[config.mk]
export PLATFORM = sky130hd
export DESIGN_NAME = hold_restart_counter
export DESIGN_NICKNAME = d
export VERILOG_FILES = /design/src/rtl/hrc_pkg.sv /design/src/rtl/hrc_edge_detect.sv /design/src/rtl/hrc_hold_latch.sv /design/src/rtl/hrc_accum.sv /design/src/rtl/hold_restart_counter.sv
export SDC_FILE = /design/constraint.sdc
export NUM_CORES = 1
export LEC_CHECK = 0
export BUFFER_PORTS_ARGS = -buffer_cell sky130_fd_sc_hd__buf_2
export CORE_ASPECT_RATIO = 1.2
export CORE_MARGIN = 5
export CORE_UTILIZATION = 46
export CTS_BUF_LIST = sky130_fd_sc_hd__clkbuf_2
export CTS_CLUSTER_SIZE = 16
export DETAILED_ROUTE_END_ITERATION = 6
export PLACE_DENSITY_LB_ADDON = 0.05
export SYNTH_ARGS = -nofsm -noshare
export SYNTH_HDL_FRONTEND = slang
export SYNTH_HIERARCHICAL = 1
export SYNTH_SLANG_ARGS = --single-unit
[constraint.sdc]
create_clock -name clk -period 3.64 [get_ports clk]
set_input_delay 0.91 -clock clk [delete_from_list [all_inputs] [get_ports clk]]
set_output_delay 0.91 -clock clk [all_outputs]
set_load 0.05 [all_outputs]
[src/rtl/hrc_pkg.sv]
// Package: hrc_pkg
// Shared types for the hold/restart counter.
// Assumes: nothing beyond standard SystemVerilog.
package hrc_pkg;

    // Edge pulses of one control input for the current clock
    typedef struct packed {
        logic rise;
        logic fall;
    } edge_pair_t;

    // Index of each control input inside the detector array
    localparam int unsigned CTRL_HOLD    = 0;
    localparam int unsigned CTRL_RESTART = 1;
    localparam int unsigned CTRL_COUNT   = 2;

endpackage

[src/rtl/hrc_edge_detect.sv]
// Module: hrc_edge_detect
// Registers one control input and reports rising and falling edges by
// comparing the current value with the value sampled on the previous clock.
// Assumes: the input is already synchronous to clk.
module hrc_edge_detect
    import hrc_pkg::*;
(
    input  logic       clk,
    input  logic       rst_n,
    input  logic       sig_i,
    output edge_pair_t edge_o
);

    logic prev_q;

    // Capture the previous value; reset makes a high input look like a rise
    always_ff @(posedge clk) begin
        if (!rst_n) begin
            prev_q <= 1'b0;
        end else begin
            prev_q <= sig_i;
        end
    end

    // Form the edge pulses from the current and previous values
    always_comb begin
        edge_o.rise = sig_i & ~prev_q;
        edge_o.fall = ~sig_i & prev_q;
    end

endmodule

[src/rtl/hrc_hold_latch.sv]
// Module: hrc_hold_latch
// Set/clear latch for the hold state. A cancel request beats a set request,
// and a set request beats a clear request.
// Assumes: set_i and clr_i are single-cycle edge pulses from one input.
module hrc_hold_latch (
    input  logic clk,
    input  logic rst_n,
    input  logic set_i,
    input  logic clr_i,
    input  logic cancel_i,
    output logic held_o
);

    logic held_q;
    logic held_d;

    // Next latch state with cancel > set > clear priority
    always_comb begin
        held_d = held_q;
        if (cancel_i) begin
            held_d = 1'b0;
        end else if (set_i) begin
            held_d = 1'b1;
        end else if (clr_i) begin
            held_d = 1'b0;
        end
    end

    // Latch state register
    always_ff @(posedge clk) begin
        if (!rst_n) begin
            held_q <= 1'b0;
        end else begin
            held_q <= held_d;
        end
    end

    assign held_o = held_q;


    hold_cancel_chk: assert property (@(posedge clk) disable iff (!rst_n)
        cancel_i |=> !held_o);


    hold_set_chk: assert property (@(posedge clk) disable iff (!rst_n)
        (set_i && !cancel_i) |=> held_o);


    hold_clear_chk: assert property (@(posedge clk) disable iff (!rst_n)
        (clr_i && !set_i && !cancel_i) |=> !held_o);

endmodule

[src/rtl/hrc_accum.sv]
// Module: hrc_accum
// Count register. The step added each clock is STEP, or zero while frozen,
// and a zero request clears the register and suppresses the step.
// Assumes: zero_i is a single-cycle pulse; the count wraps modulo 2^WIDTH.
module hrc_accum #(
    parameter int unsigned WIDTH = 32,
    parameter int unsigned STEP  = 1
) (
    input  logic             clk,
    input  logic             rst_n,
    input  logic             zero_i,
    input  logic             freeze_i,
    output logic [WIDTH-1:0] count_o
);

    localparam logic [WIDTH-1:0] STEP_W = WIDTH'(STEP);

    logic [WIDTH-1:0] count_q;
    logic [WIDTH-1:0] incr;
    logic [WIDTH-1:0] base;

    // Pick the increment: zero when frozen or restarting, else the step
    always_comb begin
        incr = (freeze_i || zero_i) ? '0 : STEP_W;
        base = zero_i ? '0 : count_q;
    end

    // Count register, wraps naturally at the width
    always_ff @(posedge clk) begin
        if (!rst_n) begin
            count_q <= '0;
        end else begin
            count_q <= base + incr;
        end
    end

    assign count_o = count_q;


    frozen_stable_chk: assert property (@(posedge clk) disable iff (!rst_n)
        (freeze_i && !zero_i) |=> $stable(count_o));

endmodule

[src/rtl/hold_restart_counter.sv]
// Module: hold_restart_counter
// Up-counter with an edge-driven hold latch and an edge-driven restart.
// Restart zeroes the count and cancels any hold, even while hold stays high.
// Assumes: hold_i and restart_i are synchronous to clk; reset is synchronous.
module hold_restart_counter
    import hrc_pkg::*;
#(
    parameter int unsigned WIDTH = 32,
    parameter int unsigned STEP  = 1
) (
    input  logic             clk,
    input  logic             rst_n,
    input  logic             hold_i,
    input  logic             restart_i,
    output logic [WIDTH-1:0] count_o,
    output logic             held_o
);

    localparam logic [WIDTH-1:0] STEP_W = WIDTH'(STEP);

    logic [CTRL_COUNT-1:0] ctrl;
    edge_pair_t            edges [CTRL_COUNT];
    logic                  held;

    assign ctrl[CTRL_HOLD]    = hold_i;
    assign ctrl[CTRL_RESTART] = restart_i;

    // One edge detector per control input
    for (genvar g = 0; g < CTRL_COUNT; g++) begin : g_edge
        hrc_edge_detect u_edge (
            .clk    (clk),
            .rst_n  (rst_n),
            .sig_i  (ctrl[g]),
            .edge_o (edges[g])
        );
    end

    hrc_hold_latch u_latch (
        .clk      (clk),
        .rst_n    (rst_n),
        .set_i    (edges[CTRL_HOLD].rise),
        .clr_i    (edges[CTRL_HOLD].fall),
        .cancel_i (edges[CTRL_RESTART].rise),
        .held_o   (held)
    );

    hrc_accum #(
        .WIDTH (WIDTH),
        .STEP  (STEP)
    ) u_accum (
        .clk      (clk),
        .rst_n    (rst_n),
        .zero_i   (edges[CTRL_RESTART].rise),
        .freeze_i (held),
        .count_o  (count_o)
    );

    assign held_o = held;


    restart_zero_chk: assert property (@(posedge clk) disable iff (!rst_n)
        edges[CTRL_RESTART].rise |=> (count_o == '0));


    free_step_chk: assert property (@(posedge clk) disable iff (!rst_n)
        (!held_o && !edges[CTRL_RESTART].rise) |=>
            (count_o == $past(count_o) + STEP_W));


    tie_restart_wins_chk: assert property (@(posedge clk) disable iff (!rst_n)
        (edges[CTRL_HOLD].rise && edges[CTRL_RESTART].rise) |=>
            (!held_o && count_o == '0));


    restart_release_chk: assert property (@(posedge clk) disable iff (!rst_n)
        (edges[CTRL_RESTART].fall && !held_o) |=>
            (count_o == $past(count_o) + STEP_W));


    level_no_refreeze_chk: assert property (@(posedge clk) disable iff (!rst_n)
        (!held_o && !edges[CTRL_HOLD].rise) |=> !held_o);

endmodule

==> reports/summary.txt, run 1 <==
Pwr Density - 290.7 nW/um2
Root buffer cell - clkbuf_2
GRT busiest layer - met2
Num CTS Buffers - 5
Hold Crit Start - u_accum/count_o[27]$_SDFF_PN0_
Port Buffers - 36
Cell Area, Synth - 1877 um2
Clock Pin Slew Worst Setup and Hold Paths - 0.16 ns
Critical path type - in -> reg
Fin. Hold Viols - 0
DRT iter0 DRCs - 65
Wire length per cell - 14.75 um
Cells along the critical path - buf_2, nor2b_1, buf_4, nand4b_1, or3_1, nor4_1, mux2i_1
Status - complete, no violations
Crit-path slowest cell - or3_1
Synth Instances - 222
Die area - 5463 um2
Vias per inst - 5.498
Smallest hold slack - 0.5080 ns
Post CTS Setup Buffer Count - 0
Rel. slew slack - 62.24%
Vias - 1721
Mapped Nets - 228
Final period utilization - 66.55%
Met3 GRT Util - 3.803%
CP Capture Type - register
Antenna cells - 0
M1 GR Usage - 24.18%
First drt pass iteration count - 4
Pleak - 0.9250 nW
Die H - 79.97 um
Final WL - 4618 um
Actual slew at the worst max-slew pin - 0.5612 ns
Max Clock Freq - 0.4128 GHz
WP data arrival - 2.73 ns
Unrepaired setup endpoints after global routing - false
Startpoint types - input port
Reported max-cap violation count - 0
GRT Overall Usage - 17.83%
Worst-case clock buffer depth - 2
Final setup margin - 1.217 ns
Hold Path Class - reg -> reg
Core area - 3941 um2
Final Net Count - 264
Post-Route Skew - 0.02825 ns
Critical Path Source - restart_i
Final setup vio count - 0
Crit path largest cell delay - 0.50 ns
Worst-path maximum fanout - 22
Routability cong. - 0.8652
Largest net degree at the start of global routing - 23
Dpl ws - 0.8319 ns
Post-DP HPWL - 3280 um
Hold buffers post-CTS - 0
CTS tree - done
Ys Warns - 6
Die width - 68.31 um
H-tree depth - 2
Rows - 25
Layout area overhead - 14.60%
Worst r2r src - g_edge[1].u_edge/prev_q$_SDFF_PN0_
Number of global-route vias before repair - 1488
Required time of the worst setup path - 3.95 ns
Ports - 37
Setup TNS - 0 ns
Cts repair resizes - 0
CTS Sinks - 35
First-pass GRT wire length - 7334 um
Fin crit period - 2.423 ns
Final Max Slew Viols - 0
Met2 Resource Use GR - 27.00%
Initial Util - 47.62%
Avg Inst Size Synth - 8.454 um2
Initial antenna violation count - 0
Overflow after GRT - 0
Antenna Nets Post-Route - 0
Peak supply drop - 209.1 uV
Clock latency on the worst-skew pair - 0.39 ns
DRC violations left - 0
Layout cells sized above 1 - 20.85%
==> worst max-delay path, delay by kind of cell <==
kind                   cells  cell delay, ns
buffers and inverters      2            0.30
and+or+nand+nor            4            1.31
muxes                      1            0.21
==> registers in the layout, indices dropped and copies added (netlist names) <==
signal,flops
u_accum/count_o,32
g_edge.u_edge/prev_q,2
u_latch/held_o,1
==> layout by cell type (no fill, tap or decap), drive strengths merged, types with 3 or more instances in the layout <==
master and instances:
nand4 14, nand3 10, buf 40, nand4b 3
nand2 20, nor3 5, and2 6, inv 5
dfxtp 35, clkbuf 6, a41o 4, or3 4
mux2i 11, xnor2 4, nor4 10, a21oi 7
a21o 3, nor2b 13, a31oi 4, nand2b 11
xor2 4, o21ai 3, nor2 15
==> through the flow <==
stage / util (%) / std cells / instance area, um2 / total power [W]
3_5_place_dp: 53.49 / 305 / 2108 / 0.0004483
6_report: 54.57 / 313 / 2151 / 0.0006252
4_1_cts: 54.57 / 313 / 2151 / 0.0006384
2_1_floorplan: - / 222 / 1877 / 0.0004350
3_3_place_gp: 53.49 / 305 / 2108 / 0.0004481
5_1_grt: 54.57 / 313 / 2151 / 0.0006584
==> where the power goes <==
group          switching, W  total (W)  internal (W)
Clock              0.000136   0.000185     0.0000490
Combinational     0.0000342  0.0000501     0.0000159
Sequential       0.00000213   0.000390      0.000388
Total              0.000173   0.000625      0.000453
==> cell type report <==
| cell class | instances | area, um2 |
|---|---|---|
| clock buffers | 6 | 30.03 |
| clock inverters | 2 | 12.51 |
| fillers | 410 | 1790 |
| inverters | 5 | 18.77 |
| multi-input cells | 171 | 1111 |
| flip-flops and latches | 35 | 700.7 |
| well taps | 54 | 67.56 |
| repair buffers | 40 | 210.2 |
==> routing by layer <==
layer / routed length [um] / vias up
li1: - / 876
met1: 2127 / 803
met2: 2197 / 34
met3: 202 / 8
met4: 90 / 0
met5: 0 / -
==> final timing paths <==
| kind | slack (ns) | to | cells past startpoint |
|---|---|---|---|
| worst min register to register | 0.51 | u_accum/count_o[27]$_SDFF_PN0_ | 2 |
| worst min-delay path | 0.51 | u_accum/count_o[27]$_SDFF_PN0_ | 2 |
| worst max register to register | 1.57 | u_accum/count_o[29]$_SDFF_PN0_ | 6 |
| worst max-delay path | 1.22 | u_accum/count_o[29]$_SDFF_PN0_ | 7 |
No activity file was read; power rests on OpenSTA's default activity.
==> run 2, diff against run 1 <==
- clock period: 3.64 -> 2.2 ns (I/O delays scaled with it)
==> run 2 against run 1 <==
Non-clock buffer count is 16 higher. Clock skew shrank 0.0024 ns. Highest routed layer unchanged. Cell count increased by 5.1%. Largest cell class unchanged. Total power grew 65%. Die area is the same. Wire length increased by 10%. Design area grew 10%. Critical endpoint is now u_accum/count_o[21]$_SDFF_PN0_. Global-route usage grew 2.6 points. Clock-buffer cell count is the same. Flip-flop and latch count unchanged. Via count is 9.3% higher. Critical path depth stayed put.
==> reports/summary.txt, run 2 (synthesis gave the netlist of run 1 again) <==
Rows - 25 (unchanged)
Initial antenna violation count - 0 (unchanged)
WP data arrival - 2.21 ns (-0.52 ns)
Largest delay share family, worst path - simple AND/OR/NAND/NOR gates
Port Buffers - 36 (unchanged)
Fin crit period - 1.890 ns
Unrepaired setup endpoints after global routing - false
Clock Pin Slew Worst Setup and Hold Paths - 0.17 ns (about the same)
Root buffer cell - clkbuf_2
First drt pass iteration count - 5 (+1)
Num CTS Buffers - 5 (unchanged)
Max Clock Freq - 0.5291 GHz
Actual slew at the worst max-slew pin - 0.4567 ns (-0.1045 ns)
Worst-case clock buffer depth - 2 (unchanged)
Fin. Hold Viols - 0 (unchanged)
Initial Util - 47.62% (unchanged)
Crit path buf inv count - 0 (-2)
Vias per inst - 5.717 (+4.0%)
Crit path largest cell delay - 0.42 ns (-0.08 ns)
Flop-to-flop setup slack - 0.31 ns (-1.26 ns)
Core area - 3941 um2 (unchanged)
Rel. slew slack - 69.52% (+7.3 points)
Hold Path Class - in -> reg
CTS Sinks - 35 (unchanged)
H-tree depth - 2 (unchanged)
Wire length per cell - 15.45 um (+4.7%)
Post-Route Skew - 0.02583 ns (-0.002420 ns)
Number of global-route vias before repair - 1773 (+19%)
Die width - 68.31 um (unchanged)
Startpoint types - register
Final period utilization - 85.91%
Crit-path slowest cell - or4_1
Max reg flops - 32 (unchanged)
Top Metal Used - met4
Routability cong. - 0.8210 (-5.1%)
GRT Overall Usage - 20.46% (+2.6 points)
Cells along the critical path - nor2b_4, nor2b_1, ha_2, nand2_1, or4_1, or4_1, a21oi_1
Tot Pwr - 0.001032 W (+65%)
Post CTS Setup Buffer Count - 0 (unchanged)
Final setup vio count - 0 (unchanged)
Final Max Slew Viols - 0 (unchanged)
Cts repair resizes - 0 (unchanged)
Final Net Count - 280 (+6.1%)
Pleak - 1.092 nW (+18%)
Pwr Density - 435.8 nW/um2 (+50%)
Antenna Nets Post-Route - 0 (unchanged)
CP Capture Type - register
First-pass GRT wire length - 8521 um (+16%)
DR WL met3 - 247 um (+22%)
Largest net degree at the start of global routing - 19 (-17%)
Die H - 79.97 um (unchanged)
Post-DP HPWL - 3679 um (+12%)
Final WL - 5083 um (+10%)
Most frequent cells in the layout - buf_2, dfxtp_1, buf_4, nand2_1, nor2_1
DRC violations left - 0 (unchanged)
Hold buffers post-CTS - 0 (unchanged)
Routed length on met2 - 2389 um (+8.7%)
Die area - 5463 um2 (unchanged)
Commonest non-fill, non-tap cell in the layout - buf_2
WL met1 - 2384 um (+12%)
Ports - 37 (unchanged)
Smallest hold slack - 0.3850 ns (-0.1230 ns)
Reported max-cap violation count - 0 (unchanged)
Vias - 1881 (+9.3%)
Antenna cells - 0 (unchanged)
Post-Place Cells - 321 (+5.2%)
Status - complete, no violations
CTS tree - done
Peak supply drop - 344.3 uV (+65%)
CP most frequent cell - or4_1
Layout area overhead - 26.20%
Final Non-Filler Cells - 329 (+5.1%)
DRT iter0 DRCs - 143 (+120%)
Required time of the worst setup path - 2.52 ns (-1.43 ns)
Clock latency on the worst-skew pair - 0.39 ns (about the same)
Worst-path maximum fanout - 6 (-73%)
Layout cells sized above 1 - 28.00% (+7.2 points)
Critical path type - reg -> reg
Overflow after GRT - 0 (unchanged)
-- run 2: cell types whose count changed in the layout (fill, tap and decap cells not counted), sizes merged --
| cell | before | now |
|---|---|---|
| buf | 40 | 56 |
| clkinvlp | 1 | 0 |
| clkinv | 1 | 2 |
-- run 2: worst paths after layout --
check / start / endpoint / cells past startpoint
setup reg to reg: g_edge[1].u_edge/prev_q$_SDFF_PN0_ / u_accum/count_o[21]$_SDFF_PN0_ / 7
hold / removal: restart_i / g_edge[1].u_edge/prev_q$_SDFF_PN0_ / 2
hold reg to reg: u_accum/count_o[29]$_SDFF_PN0_ / u_accum/count_o[29]$_SDFF_PN0_ / 2
setup / recovery: g_edge[1].u_edge/prev_q$_SDFF_PN0_ / u_accum/count_o[21]$_SDFF_PN0_ / 7
-- run 2: stage by stage --
| step | util [%] | instance area (um2) | TNS, ns | setup slack (ns) |
|---|---|---|---|---|
| 2_1_floorplan | - | 2014 | -2.246 | -0.1735 |
| 3_3_place_gp | 59.14 | 2331 | 0 | 0.005014 |
| 3_5_place_dp | 59.14 | 2331 | -0.04979 | -0.04979 |
| 4_1_cts | 60.10 | 2369 | 0 | 0.3035 |
| 5_1_grt | 60.10 | 2369 | 0 | 0.1778 |
| 6_report | 60.10 | 2369 | 0 | 0.3101 |
-- run 2: where the power goes --
| part | switching, W | internal (W) | total (W) |
|---|---|---|---|
| Clock | 0.000216 | 0.0000765 | 0.000292 |
| Sequential | 0.00000390 | 0.000641 | 0.000645 |
| Combinational | 0.0000596 | 0.0000352 | 0.0000949 |
-- run 2: worst register-to-register path, delay by kind of cell, from the launching register on --
kind | cells | cell delay [ns]
adder cells (fa/ha/maj) | 1 | 0.22
flip-flops | 1 | 0.39
AND/OR/NAND/NOR | 5 | 1.09
AO/OA/AOI/OAI | 1 | 0.14
-- run 2: cell type report --
type / count / area (um2)
clock buffer: 6 / 30.03
clock inverter: 2 / 7.507
tap: 54 / 67.56
timing repair buffer: 56 / 342.8
inverter: 5 / 18.77
fill: 383 / 1573
sequential: 35 / 700.7
multi-input combinational: 171 / 1201
-- run 2: per-layer routing --
layer  vias to the layer above  global-route usage, %
met5                         -                      0
met4                         0                  4.771
met3                         8                  3.803
met2                        54                  33.46
met1                       910                  27.34
li1                        909                      -
